===== config.mk =====
export PLATFORM = sky130hd
export DESIGN_NAME = flag_alu
export DESIGN_NICKNAME = d
export VERILOG_FILES = /design/src/rtl/alu_pkg.sv /design/src/rtl/alu_operand_prep.sv /design/src/rtl/alu_datapath.sv /design/src/rtl/alu_flag_gen.sv /design/src/rtl/flag_alu.sv
export SDC_FILE = /design/constraint.sdc
export NUM_CORES = 1
export LEC_CHECK = 0
export ABC_AREA = 1
export ABC_CLOCK_PERIOD_IN_PS = 4500
export BUFFER_PORTS_ARGS = -buffer_cell sky130_fd_sc_hd__buf_2
export CORE_MARGIN = 5
export CORE_UTILIZATION = 35
export DETAILED_ROUTE_END_ITERATION = 10
export PLACE_DENSITY_LB_ADDON = 0.2
export SETUP_SLACK_MARGIN = 0.02
export SLEW_MARGIN = 20
export SYNTH_ARGS = -nofsm -noshare
export SYNTH_HDL_FRONTEND = slang
export SYNTH_SLANG_ARGS = --single-unit

===== constraint.sdc =====
create_clock -name clk -period 4.5 [get_ports clk]
set_clock_uncertainty 0.15 [all_clocks]
set_input_delay 0.225 -clock clk [delete_from_list [all_inputs] [get_ports clk]]
set_output_delay 0.225 -clock clk [all_outputs]
set_load 0.005 [all_outputs]

===== src/rtl/alu_pkg.sv =====
package alu_pkg;
  localparam int DW    = 32;
  localparam int OPW   = 3;
  localparam int SZW   = 2;
  localparam int NFLAG = 6;

  typedef enum logic [OPW-1:0] {
    OP_ADD = 3'd0,
    OP_ADC = 3'd1,
    OP_SUB = 3'd2,
    OP_INC = 3'd3,
    OP_DEC = 3'd4,
    OP_AND = 3'd5,
    OP_OR  = 3'd6,
    OP_XOR = 3'd7
  } alu_op_e;

  // bit 0 is carry, bit 5 is overflow
  typedef struct packed {
    logic ovf;
    logic sgn;
    logic zro;
    logic aux;
    logic par;
    logic cry;
  } alu_flags_t;

  function automatic int unsigned msb_of(input logic [SZW-1:0] sz);
    case (sz)
      2'd0:    return 7;
      2'd1:    return 15;
      default: return DW - 1;
    endcase
  endfunction

  function automatic logic is_logic_op(input alu_op_e op);
    return (op == OP_AND) || (op == OP_OR) || (op == OP_XOR);
  endfunction
endpackage


===== src/rtl/alu_operand_prep.sv =====
module alu_operand_prep
  import alu_pkg::*;
#(
  parameter int W = DW
) (
  input  logic [SZW-1:0] size,
  input  logic [W-1:0]   a,
  input  logic [W-1:0]   b,
  input  logic           imm8_sext,
  output logic [W-1:0]   mask,
  output logic [W-1:0]   a_m,
  output logic [W-1:0]   b_m
);
  localparam int IMMW = 8;
  logic [W-1:0] b_ext;

  always_comb begin
    case (size)
      2'd0:    mask = W'((64'd1 << 8) - 64'd1);
      2'd1:    mask = W'((64'd1 << 16) - 64'd1);
      default: mask = '1;
    endcase
  end

  assign b_ext = imm8_sext ? {{(W-IMMW){b[IMMW-1]}}, b[IMMW-1:0]} : b;
  assign a_m   = a & mask;
  assign b_m   = b_ext & mask;
endmodule


===== src/rtl/alu_datapath.sv =====
module alu_datapath
  import alu_pkg::*;
#(
  parameter int W = DW
) (
  input  alu_op_e        op,
  input  logic [SZW-1:0] size,
  input  logic [W-1:0]   mask,
  input  logic [W-1:0]   a_m,
  input  logic [W-1:0]   b_m,
  input  logic           carry_in,
  output logic [W-1:0]   res,
  output logic           cout,
  output logic           aux,
  output logic           ovf
);
  logic [W-1:0] opnd;
  logic         do_sub;
  logic         cin;
  logic [W:0]   sum;
  logic         sa, sb, sr;
  int unsigned  top;

  always_comb begin
    opnd   = b_m;
    do_sub = 1'b0;
    cin    = 1'b0;
    case (op)
      OP_ADC: cin = carry_in;
      OP_SUB: do_sub = 1'b1;
      OP_INC: opnd = W'(1);
      OP_DEC: begin opnd = W'(1); do_sub = 1'b1; end
      default: ;
    endcase
  end

  always_comb begin
    if (do_sub) sum = {1'b0, a_m} - {1'b0, opnd};
    else        sum = {1'b0, a_m} + {1'b0, opnd} + {{W{1'b0}}, cin};
  end

  assign top = msb_of(size);

  always_comb begin
    case (op)
      OP_AND:  res = a_m & b_m;
      OP_OR:   res = a_m | b_m;
      OP_XOR:  res = a_m ^ b_m;
      default: res = sum[W-1:0] & mask;
    endcase
  end

  // carry out of the selected width sits one bit above its MSB
  always_comb begin
    case (size)
      2'd0:    cout = sum[8];
      2'd1:    cout = sum[16];
      default: cout = sum[W];
    endcase
  end

  assign aux = a_m[4] ^ opnd[4] ^ sum[4];
  assign sa  = a_m[top];
  assign sb  = opnd[top];
  assign sr  = sum[top];
  assign ovf = do_sub ? ((sa != sb) && (sr != sa)) : ((sa == sb) && (sr != sa));
endmodule


===== src/rtl/alu_flag_gen.sv =====
module alu_flag_gen
  import alu_pkg::*;
#(
  parameter int W = DW
) (
  input  alu_op_e        op,
  input  logic [SZW-1:0] size,
  input  logic [W-1:0]   res,
  input  logic           cout,
  input  logic           aux,
  input  logic           ovf,
  input  logic           carry_in,
  output alu_flags_t     flags
);
  logic logic_op;
  logic step_op;

  assign logic_op = is_logic_op(op);
  assign step_op  = (op == OP_INC) || (op == OP_DEC);

  always_comb begin
    flags.zro = (res == '0);
    flags.sgn = res[msb_of(size)];
    flags.par = ~^res[7:0];
    flags.cry = logic_op ? 1'b0 : (step_op ? carry_in : cout);
    flags.aux = logic_op ? 1'b0 : aux;
    flags.ovf = logic_op ? 1'b0 : ovf;
  end
endmodule


===== src/rtl/flag_alu.sv =====
module flag_alu
  import alu_pkg::*;
(
  input  logic          clk,
  input  logic          rst_n,
  input  logic          in_valid,
  output logic          in_ready,
  input  logic [2:0]    in_op,
  input  logic [1:0]    in_size,
  input  logic [31:0]   in_a,
  input  logic [31:0]   in_b,
  input  logic          in_imm8_sext,
  input  logic          in_carry,
  output logic          out_valid,
  input  logic          out_ready,
  output logic [31:0]   out_result,
  output logic [5:0]    out_flags
);
  alu_op_e      op;
  logic [DW-1:0] mask, a_m, b_m, res;
  logic          cout, aux, ovf;
  alu_flags_t    flags;
  logic          accept;

  logic          vld_q;
  logic [DW-1:0] res_q;
  alu_flags_t    flg_q;

  assign op = alu_op_e'(in_op);

  alu_operand_prep #(.W(DW)) u_prep (
    .size(in_size), .a(in_a), .b(in_b), .imm8_sext(in_imm8_sext),
    .mask(mask), .a_m(a_m), .b_m(b_m)
  );

  alu_datapath #(.W(DW)) u_dp (
    .op(op), .size(in_size), .mask(mask), .a_m(a_m), .b_m(b_m),
    .carry_in(in_carry), .res(res), .cout(cout), .aux(aux), .ovf(ovf)
  );

  alu_flag_gen #(.W(DW)) u_flags (
    .op(op), .size(in_size), .res(res), .cout(cout), .aux(aux),
    .ovf(ovf), .carry_in(in_carry), .flags(flags)
  );

  assign in_ready = !vld_q || out_ready;
  assign accept   = in_valid && in_ready;

  always_ff @(posedge clk or negedge rst_n) begin
    if (!rst_n) begin
      vld_q <= 1'b0;
      res_q <= '0;
      flg_q <= '0;
    end else if (accept) begin
      vld_q <= 1'b1;
      res_q <= res;
      flg_q <= flags;
    end else if (out_ready) begin
      vld_q <= 1'b0;
    end
  end

  assign out_valid  = vld_q;
  assign out_result = res_q;
  assign out_flags  = flg_q;
endmodule


==> summary.txt, run 1 <==
Status = completed
Pwr Density = 214 nW/um^2
CP arrival = 4.01 ns
Crit Path Class = in2reg
Critical Path Max Stage Delay = 0.42 ns
Vias in the first global route = 9259
Largest net degree at the start of global routing = 45
Req. time, crit path = 4.58 ns
Crit path capture type = flop
Crit Path Max Fanout = 6
Inst Count DP = 1993
Final wirelength = 34500 microns
Mean Syn Cell Area = 5.86 sq um
Clock slew at reported path FFs = 0.06 ns
Max-cap violations = 0
I/O Pins = 115
Period utilization = 0.874
Max Slew Vio Count = 0
Setup-failing EPs final = 0
Global-route wire length before repair = 52800 microns
Post-CTS sizing = 0
CP top delay family = simple AND/OR/NAND/NOR gates
Worst r2r src = out_valid
I/O Buffers = 114
DRC marker count from the first detailed-route iteration = 800
Worst Setup EP = out_flags[3]
HP Class = in2reg
Worst-Skew Late Latency = 0.29 ns
Met3 global-route usage = 0.0251
Non-Filler Instances = 2003
WL/cell = 17.2 microns
Die height = 172 microns
Total Neg Setup Slack = 0 ns
Final Util = 0.395
FF-to-FF setup slack = 1.92 ns
CTS tree = yes
P_leak = 0.00600 uW
Final #Nets = 1853
Starting Density = 0.353
Pwr Total = 2200 uW
GRT busiest layer = met2
Die Area = 29500 sq um
Met1 GRT Util = 0.331
Slowest CP cell = fa_1
Cells after Synth = 1561
Number of synthesized flops with an enable pin = 0
Worst-Margin Slew = 0.938 ns
Worst Setup Start Kind = input pin
Relative slew margins = 0.375
R2R depth = 16
Cts bufs inserted = 5
Critical path origin = in_op[2]
RSZ-0062 raised after global routing = no
Num rows = 59
Ys async rst share = 1.00
CTS H-tree depth = 2
Layout cells sized above 1 = 0.179
Routed Antenna Nets = 0
Final Hold Vio Count = 0
Core box area = 25900 sq um
Clk Tree Root Cell = clkbuf_16
Sequential share of the synthesized area = 0.107
Cell variety after synth = 50
DR DRC count = 0
Chip width = 172 microns
Area growth from synthesis to layout = 12.1%
Mapped Nets = 1748
Routability cong. = 0.960
Overflow after GRT = 0
Mapped cell area = 9140 sq um
M2 GR Usage = 0.362
Via Count = 10100
Detailed placement HPWL = 28900 microns
Post-synth top flop = dfrtp_1
Initial antenna violation count = 1
FF+latch count, synth = 39
Max Root-Sink Buffers = 2
Worst path bufs/invs = 5
Sink Count = 39
YS warnings = 0
Post-CTS setup buffer count = 0
Vias per cell = 5.03
First drt pass iteration count = 5
RR Endpoint = out_flags[3]
Max Freq = 254 MHz
Peak supply drop = 0.185 mV
Min cycle time layout = 3.93 ns
Global-route usage over all layers = 0.230
Stages on the worst setup path = 27
[worst min path at each step]
stage / from / endpoint / depth (start not counted)
2_1_floorplan: rst_n / out_flags[0] / 0
3_3_place_gp: rst_n / out_result[18] / 1
3_5_place_dp: rst_n / out_result[22] / 1
4_1_cts: out_ready / out_valid / 4
5_1_grt: out_ready / out_valid / 4
6_report: out_ready / out_valid / 4
[power by group]
| group | internal (uW) | switching (uW) | leakage, uW | total [uW] |
|---|---|---|---|---|
| Clock | 262 | 153 | 0.0000838 | 414 |
| Sequential | 419 | 42.2 | 0.000480 | 461 |
| Combinational | 442 | 877 | 0.00544 | 1320 |
| Total | 1120 | 1070 | 0.00600 | 2200 |
[layout by cell type, fill, tap and decap left out, types with 3 or more instances in the layout]
| master | Yosys | routed |
|---|---|---|
| nand3b_1 | 4 | 4 |
| a21oi_4 | 7 | 7 |
| nand3_1 | 111 | 111 |
| nor2_2 | 19 | 20 |
| nand2_2 | 47 | 47 |
| a221oi_1 | 23 | 23 |
| nand4_1 | 21 | 21 |
| buf_2 | 6 | 114 |
| inv_2 | 21 | 21 |
| o2111ai_1 | 8 | 8 |
| buf_4 | 3 | 22 |
| ha_1 | 109 | 109 |
| nand2_1 | 491 | 491 |
| inv_1 | 248 | 248 |
| nor3_2 | 3 | 3 |
| clkinv_1 | 3 | 3 |
| o211ai_1 | 4 | 4 |
| a21oi_2 | 6 | 6 |
| nor2_1 | 157 | 156 |
| nand3_4 | 5 | 5 |
| o21ai_0 | 48 | 48 |
| dfrtp_1 | 39 | 39 |
| a21oi_1 | 51 | 51 |
| o21ai_1 | 4 | 4 |
| clkbuf_16 | 0 | 5 |
| a21boi_0 | 3 | 3 |
| nand2_4 | 16 | 16 |
| nor2_4 | 11 | 11 |
| fa_1 | 3 | 3 |
| nand3_2 | 11 | 11 |
| xor2_1 | 8 | 8 |
| o31ai_1 | 3 | 3 |
| nor3_1 | 5 | 5 |
| a31oi_1 | 15 | 15 |
[timing repair]
action,CTS,global route
hold endpoints to repair,39,0
hold buffers,1,0
setup endpoints to repair,0,0
[state kept, by name, summed over array words and instances, names as in the netlist]
register,cells
out_flags,6
out_result,32
out_valid,1
[synthesized netlist by cell type, types with 3 or more instances]
master,n,area share
nand2_1,491,0.20
inv_1,248,0.10
nor2_1,157,0.064
nand3_1,111,0.061
ha_1,109,0.15
a21oi_1,51,0.028
o21ai_0,48,0.026
nand2_2,47,0.032
dfrtp_1,39,0.11
a221oi_1,23,0.022
inv_2,21,0.0086
nand4_1,21,0.014
nor2_2,19,0.013
clkbuf_1,18,0.0074
nand2_4,16,0.020
a31oi_1,15,0.010
nand3_2,11,0.012
nor2_4,11,0.014
o2111ai_1,8,0.0077
xor2_1,8,0.0077
a21oi_4,7,0.012
a21oi_2,6,0.0057
buf_2,6,0.0033
buf_1,5,0.0021
nand3_4,5,0.0096
nor3_1,5,0.0027
buf_6,4,0.0049
nand3b_1,4,0.0033
o211ai_1,4,0.0033
o21ai_1,4,0.0022
a21boi_0,3,0.0025
buf_4,3,0.0025
clkinv_1,3,0.0012
fa_1,3,0.0066
nor3_2,3,0.0033
o31ai_1,3,0.0025
[metal layers]
layer / routed length, microns / vias to the layer above
met5: 0 / -
met4: 1130 / 0
met3: 1900 / 48
met2: 14800 / 348
met1: 16600 / 4537
li1: - / 5137
[worst reg2reg max path: cells and delay by family (launching register included)]
| family | cells | cell delay, ns |
|---|---|---|
| buffers and inverters | 2 | 0.39 |
| and+or+nand+nor | 12 | 1.20 |
| AOI/OAI and AO/OA | 2 | 0.42 |
| DFF | 1 | 0.38 |
[logic make-up after synthesis]
family / synth area share
buf+inv: 0.138
xor+xnor: 0.00958
flops: 0.107
compound gates: 0.134
simple gates: 0.456
fa+ha+maj: 0.156
[per-stage QoR]
stage | worst slack, ns | hold slack [ns] | area, sq um
finish | 0.566 | 0.0620 | 10200
global route | 0.168 | 0.0967 | 10200
CTS | 0.639 | 0.0643 | 10200
detailed placement | 0.354 | 0.256 | 10100
global placement | 0.406 | 0.260 | 10100
floorplan | 0.792 | -0.221 | 9140
[final cells by class]
cell class | count | area [sq um]
clock inverters | 3 | 43.8
repair buffers | 137 | 746
clock buffers | 5 | 125
diodes | 1 | 2.50
inverters | 273 | 1030
well taps | 335 | 419
fillers | 2839 | 15700
flip-flops and latches | 39 | 976
multi-input cells | 1210 | 6910
Power figures use the tool's default switching activity.
==> run 2, diff against run 1 <==
Settings changed: ABC_AREA 1 to not set, CORE_UTILIZATION 35 to 50, TNS_END_PERCENT set to 20.
==> run 2 against run 1 <==
Net effect:
- clock power up 9.7%
- hold slack worse by 0.045 ns
- routed wire length down 7.8%
- critical endpoint unchanged
- highest routed layer unchanged
==> summary.txt, run 2 <==
Top post-synthesis cells by area = ha_1 (15%), dfrtp_1 (11%), nand2_1 (7.0%)
Filler Cell Count = 1674
Dpl cell area = 10300 sq um
First drt pass iteration count = 6
Multi-input logic area = 7180 sq um
Worst Setup Start Kind = input pin
Worst Hold Path EP = out_valid
Detailed placement HPWL = 25300 microns
Pwr Density = 219 nW/um^2
Core box area = 17400 sq um
Cells after Synth = 1290
Max Root-Sink Buffers = 2
Layout cells sized above 1 = 0.205
Ys async rst share = 1.00
FF-to-FF setup slack = 2.30 ns
Setup-failing EPs final = 0
Sink Count = 39
Register area = 976 sq um
Crit Path Max Fanout = 5
Routability cong. = 0.975
Final #Nets = 1633
Most frequent cells in the layout = nand2_1 (167), inv_1 (122), buf_4 (117)
Int Power = 1330 uW
Top cell type's share of synthesized area = 0.153
Most common library cells after synthesis = nand2_1 (167), inv_1 (122), ha_1 (109), nor2_1 (109), o21ai_0 (93)
R2R depth = 9
Switching share of total power = 0.425
HP Class = in2reg
Chip width = 144 microns
RSZ-0062 raised after global routing = yes
Initial antenna violation count = 0
Global-route wire length before repair = 50700 microns
Sequential share of the synthesized area = 0.109
Hold Path Cell Cnt = 2
Clk pwr share = 0.196
CTS H-tree depth = 2
Compound-cell area share of the yosys netlist = 0.307
Min cycle time layout = 4.19 ns
Worst r2r src = out_valid
RR Endpoint = out_flags[3]
HP Start = in_valid
Mean Syn Cell Area = 6.92 sq um
Max Freq = 238 MHz
Vias in the first global route = 9365
Synth Area in Simple Gates = 0.227
DR DRC count = 0
Clk Tree Root Cell = clkbuf_16
Comb pwr share = 0.605
Clock slew at reported path FFs = 0.06 ns
Max Slew Vio Count = 0
Req. time, crit path = 4.56 ns
Via Count = 10100
Crit Path Class = in2reg
Relative slew margins = 0.424
Cts bufs inserted = 5
Mapped cell area = 8930 sq um
Most common cell in the synthesized netlist = nand2_1
Sw power = 986 uW
Number of synthesized flops with an enable pin = 0
Design Area, Final = 10600 sq um
Final wirelength = 31800 microns
Cell variety after synth = 97
Die height = 144 microns
DRC marker count from the first detailed-route iteration = 807
Area growth from synthesis to layout = 18.7%
Antenna diode instance count = 0
Commonest non-fill, non-tap cell in the layout = nand2_1
I/O Buffers = 114
Largest net degree at the start of global routing = 42
I/O Pins = 115
Num rows = 48
CP arrival = 4.25 ns
Inst Count DP = 1663
Post-synth top flop = dfrtp_1
WL/cell = 19.0 microns
Die Area = 20600 sq um
Worst-Margin Slew = 0.864 ns
Peak supply drop = 0.275 mV
Mapped Nets = 1477
Crit path capture type = flop
YS warnings = 0
Max-cap violations = 0
Final Hold Vio Count = 0
Routed Antenna Nets = 0
Fin Hold WS = 0.0172 ns
Top cell type by total area after synthesis = ha_1
Slack of the critical path = 0.306 ns
Pre-CTS setup slack = -0.0367 ns
CTS tree = yes
Adder-cell share of the synthesized area = 0.165
Worst-Skew Late Latency = 0.28 ns
Non-Filler Instances = 1672
Global-route usage over all layers = 0.304
Status = completed
Period utilization = 0.932
Synth Area in XOR/XNOR = 0.0343
Pwr Total = 2320 uW
Combinational family with the most area after synthesis = compound AO/OA/AOI/OAI gates
Starting Density = 0.513
Overflow after GRT = 0
Post-CTS setup buffer count = 0
P_leak = 0.00525 uW
Vias per cell = 6.06
Mux contribution to synthesized area = 0.0615
Reg power frac = 0.199
Max FFs per register = 32
FF+latch count, synth = 39
[run 2: final cells by class]
class                   count  area share
flip-flops and latches     39      0.0920
inverters                 126      0.0446
multi-input cells        1040       0.678
well taps                 225      0.0266
repair buffers            234       0.141
clock buffers               6      0.0122
clock inverters             2     0.00566
[run 2: cell families after synthesis]
logic type,after synthesis
AO/OA/AOI/OAI,402
buffers and inverters,211
flip-flops,39
multiplexers,51
adder cells (fa/ha/maj),117
AND/OR/NAND/NOR,435
XOR/XNOR,35
[run 2: per-stage QoR]
step | setup TNS, ns | util
2_1_floorplan | 0 | -
3_3_place_gp | 0 | 0.594
3_5_place_dp | -0.0367 | 0.594
4_1_cts | 0 | 0.606
5_1_grt | -0.0644 | 0.609
6_report | 0 | 0.609
[run 2: how the worst max path moves through the flow]
stage          startpoint  depth (start not counted)      endpoint  slack [ns]
3_3_place_gp     in_op[1]                         24  out_flags[3]        0.05
6_report         in_op[1]                         23  out_flags[3]        0.31
5_1_grt          in_op[1]                         26  out_flags[3]       -0.06
2_1_floorplan    in_op[1]                         28  out_flags[3]        0.02
4_1_cts          in_op[1]                         24  out_flags[3]        0.26
3_5_place_dp     in_op[1]                         24  out_flags[3]       -0.04
[run 2: critical path: stages]
cell and delay [ns]:
buf_2 0.14, nor3b_4 0.25, nor2_4 0.09, nand2_1 0.09, inv_1 0.05, fa_1 0.39
inv_1 0.09, fa_1 0.19, nand2b_1 0.08, a221oi_1 0.34, nand2b_1 0.23, nand4b_1 0.14
a21oi_1 0.18, buf_4 0.15, o21a_1 0.13, a31oi_1 0.17, buf_4 0.20, mux2_2 0.21
o2111ai_1 0.18, a221oi_1 0.27, o2111a_1 0.22, nand4_1 0.10, o21ai_1 0.15
[run 2: repair_timing]
item,in CTS,in global routing
gates resized for setup,0,12
hold buffers,1,0
endpoints found under the setup margin,0,2
hold endpoints to repair,39,0
[run 2: power by group through the flow]
stage,registers [uW],logic [uW],clock network [uW]
3_3_place_gp,468,1360,0
5_1_grt,469,1550,468
6_report,462,1400,454
4_1_cts,462,1380,457
3_5_place_dp,468,1370,0
2_1_floorplan,463,856,0
[run 2: routing by layer]
metal / vias up / share of wire / track usage
met2: 411 / 0.43 / 0.475
met5: - / 0 / 0
met1: 4754 / 0.47 / 0.453
li1: 4915 / - / -
met4: 0 / 0.024 / 0.0793
met3: 49 / 0.073 / 0.0240
==> run 3, diff against run 2 <==
Settings changed: ABC_CLOCK_PERIOD_IN_PS 4500 to 5400, CORE_MARGIN 5 to not set.
Clock period 4.5 ns to 5.4 ns, I/O delays scaled along.
==> run 3 against run 2 <==
Net effect:
- first-iteration DRC count grew 24%
- sequential share of layout area up 0.66 points
- largest power group unchanged
- flip-flop and latch count stayed put
- die area decreased by 11%
==> summary.txt, run 3 (same netlist as run 2, synthesis figures left out) <==
Period utilization = 0.885
Fin Hold WS = 0.0503 ns
Clk Tree Root Cell = clkbuf_16
Vias per cell = 6.20
Sink Count = 39
Max Slew Vio Count = 0
Vias in the first global route = 8882
CP arrival = 4.84 ns
Initial antenna violation count = 0
DR DRC count = 0
Max-cap violations = 0
RSZ-0062 raised after global routing = no
I/O Buffers = 114
Final Hold Vio Count = 0
Clock slew at reported path FFs = 0.06 ns
Multi-input logic area = 7110 sq um
Pwr Density = 185 nW/um^2
I/O Pins = 115
P_leak = 0.00484 uW
Post-CTS setup buffer count = 0
Max FFs per register = 32
Most frequent cells in the layout = nand2_1 (167), inv_1 (122), buf_2 (114)
Routability cong. = 1.01
Peak supply drop = 0.136 mV
Min cycle time layout = 4.78 ns
Dpl cell area = 9700 sq um
Num rows = 48
Clk pwr share = 0.209
Area growth from synthesis to layout = 10.8%
First drt pass iteration count = 6
Final wirelength = 30700 microns
Sw power = 801 uW
Detailed placement HPWL = 23900 microns
Core box area = 17400 sq um
Chip width = 136 microns
Global-route wire length before repair = 48500 microns
Worst-Skew Late Latency = 0.28 ns
Setup-failing EPs final = 0
Worst Setup Start Kind = input pin
Req. time, crit path = 5.46 ns
Crit Path Class = in2reg
WL/cell = 19.3 microns
Total Neg Setup Slack = 0 ns
Pwr Total = 1830 uW
Comb pwr share = 0.580
DRC marker count from the first detailed-route iteration = 1000
Final #Nets = 1552
CTS H-tree depth = 2
Layout cells sized above 1 = 0.150
Max Root-Sink Buffers = 2
Antenna diode instance count = 0
Status = completed
Reg power frac = 0.210
Global-route usage over all layers = 0.335
Die Area = 18400 sq um
Largest net degree at the start of global routing = 54
Routed Antenna Nets = 0
Commonest non-fill, non-tap cell in the layout = nand2_1
HP Class = in2reg
Die height = 136 microns
Int Power = 1030 uW
Worst-Margin Slew = 0.885 ns
Register area = 976 sq um
Overflow after GRT = 0
Max Freq = 209 MHz
Crit path capture type = flop
Starting Density = 0.515
Design Area, Final = 9900 sq um
Relative slew margins = 0.410
Switching share of total power = 0.437
Crit Path Max Fanout = 8
CTS tree = yes
Cts bufs inserted = 5
Via Count = 9863
Filler Cell Count = 1715
[run 3: cell count changes in the layout (fill, tap and decap cells not counted), sizes merged]
cell / previous run / this run
buf: 233 / 152
[run 3: through the flow]
stage	cells	setup WS (ns)	util
detailed placement	1582	0.312	0.559
global route	1591	0.109	0.570
global placement	1582	0.526	0.559
floorplan	1290	0.245	-
CTS	1591	0.545	0.570
finish	1591	0.620	0.570
[run 3: worst max-delay path, cell delays in order]
cell       delay (ns)
buf_2            0.14
and3b_1          0.20
nor2_2           0.27
nand2_1          0.12
ha_1             0.44
nor2_1           0.09
a2111o_1         0.43
a21oi_1          0.15
nor2_1           0.05
o21ai_0          0.16
nand2_1          0.08
xnor2_1          0.15
o22a_1           0.22
o21ai_1          0.24
ha_1             0.19
nand4_1          0.11
nor2_1           0.14
o2111ai_1        0.11
a2111oi_0        0.35
and4b_1          0.28
nand4_1          0.12
a2111oi_2        0.25
nand4_1          0.13
o21ai_1          0.15
[run 3: metal layers]
layer / track usage / vias to the layer above / part of all wire
li1: - / 4750 / -
met1: 0.490 / 4567 / 0.47
met2: 0.514 / 486 / 0.43
met3: 0.0419 / 60 / 0.083
met4: 0.0787 / 0 / 0.022
met5: 0 / - / 0
[run 3: area by class of cell]
type | instances | area share
Clock buffer | 6 | 0.0130
Clock inverter | 2 | 0.00607
Inverter | 126 | 0.0478
Multi-Input combinational cell | 1040 | 0.719
Sequential cell | 39 | 0.0986
Tap cell | 225 | 0.0284
Timing Repair Buffer | 153 | 0.0875
[run 3: path summary, 6_finish.rpt]
path	start	end	slack, ns	depth (start not counted)
worst max-delay path	in_op[1]	out_flags[3]	0.62	24
worst min-delay path	in_valid	out_valid	0.05	2
worst max register to register	out_valid	out_flags[3]	3.10	9
worst min register to register	out_result[31]	out_result[31]	0.32	2
max in group asynchronous	rst_n	out_result[26]	4.06	2
min in group asynchronous	rst_n	out_result[6]	0.50	2
[run 3: timing repair]
action	in CTS	in global routing
hold buffers	1	0
setup endpoints to repair	0	1
gates resized for setup	0	1
endpoints found under the hold margin	39	0
[run 3: power groups by stage]
| stage | Sequential [uW] | Clock, uW | Combinational, uW |
|---|---|---|---|
| final | 386 | 383 | 1060 |
| after global routing | 390 | 394 | 1180 |
| after CTS | 385 | 381 | 1050 |
| after detailed placement | 390 | 0 | 1040 |
| after global placement | 389 | 0 | 1040 |
| after floorplan | 386 | 0 | 707 |
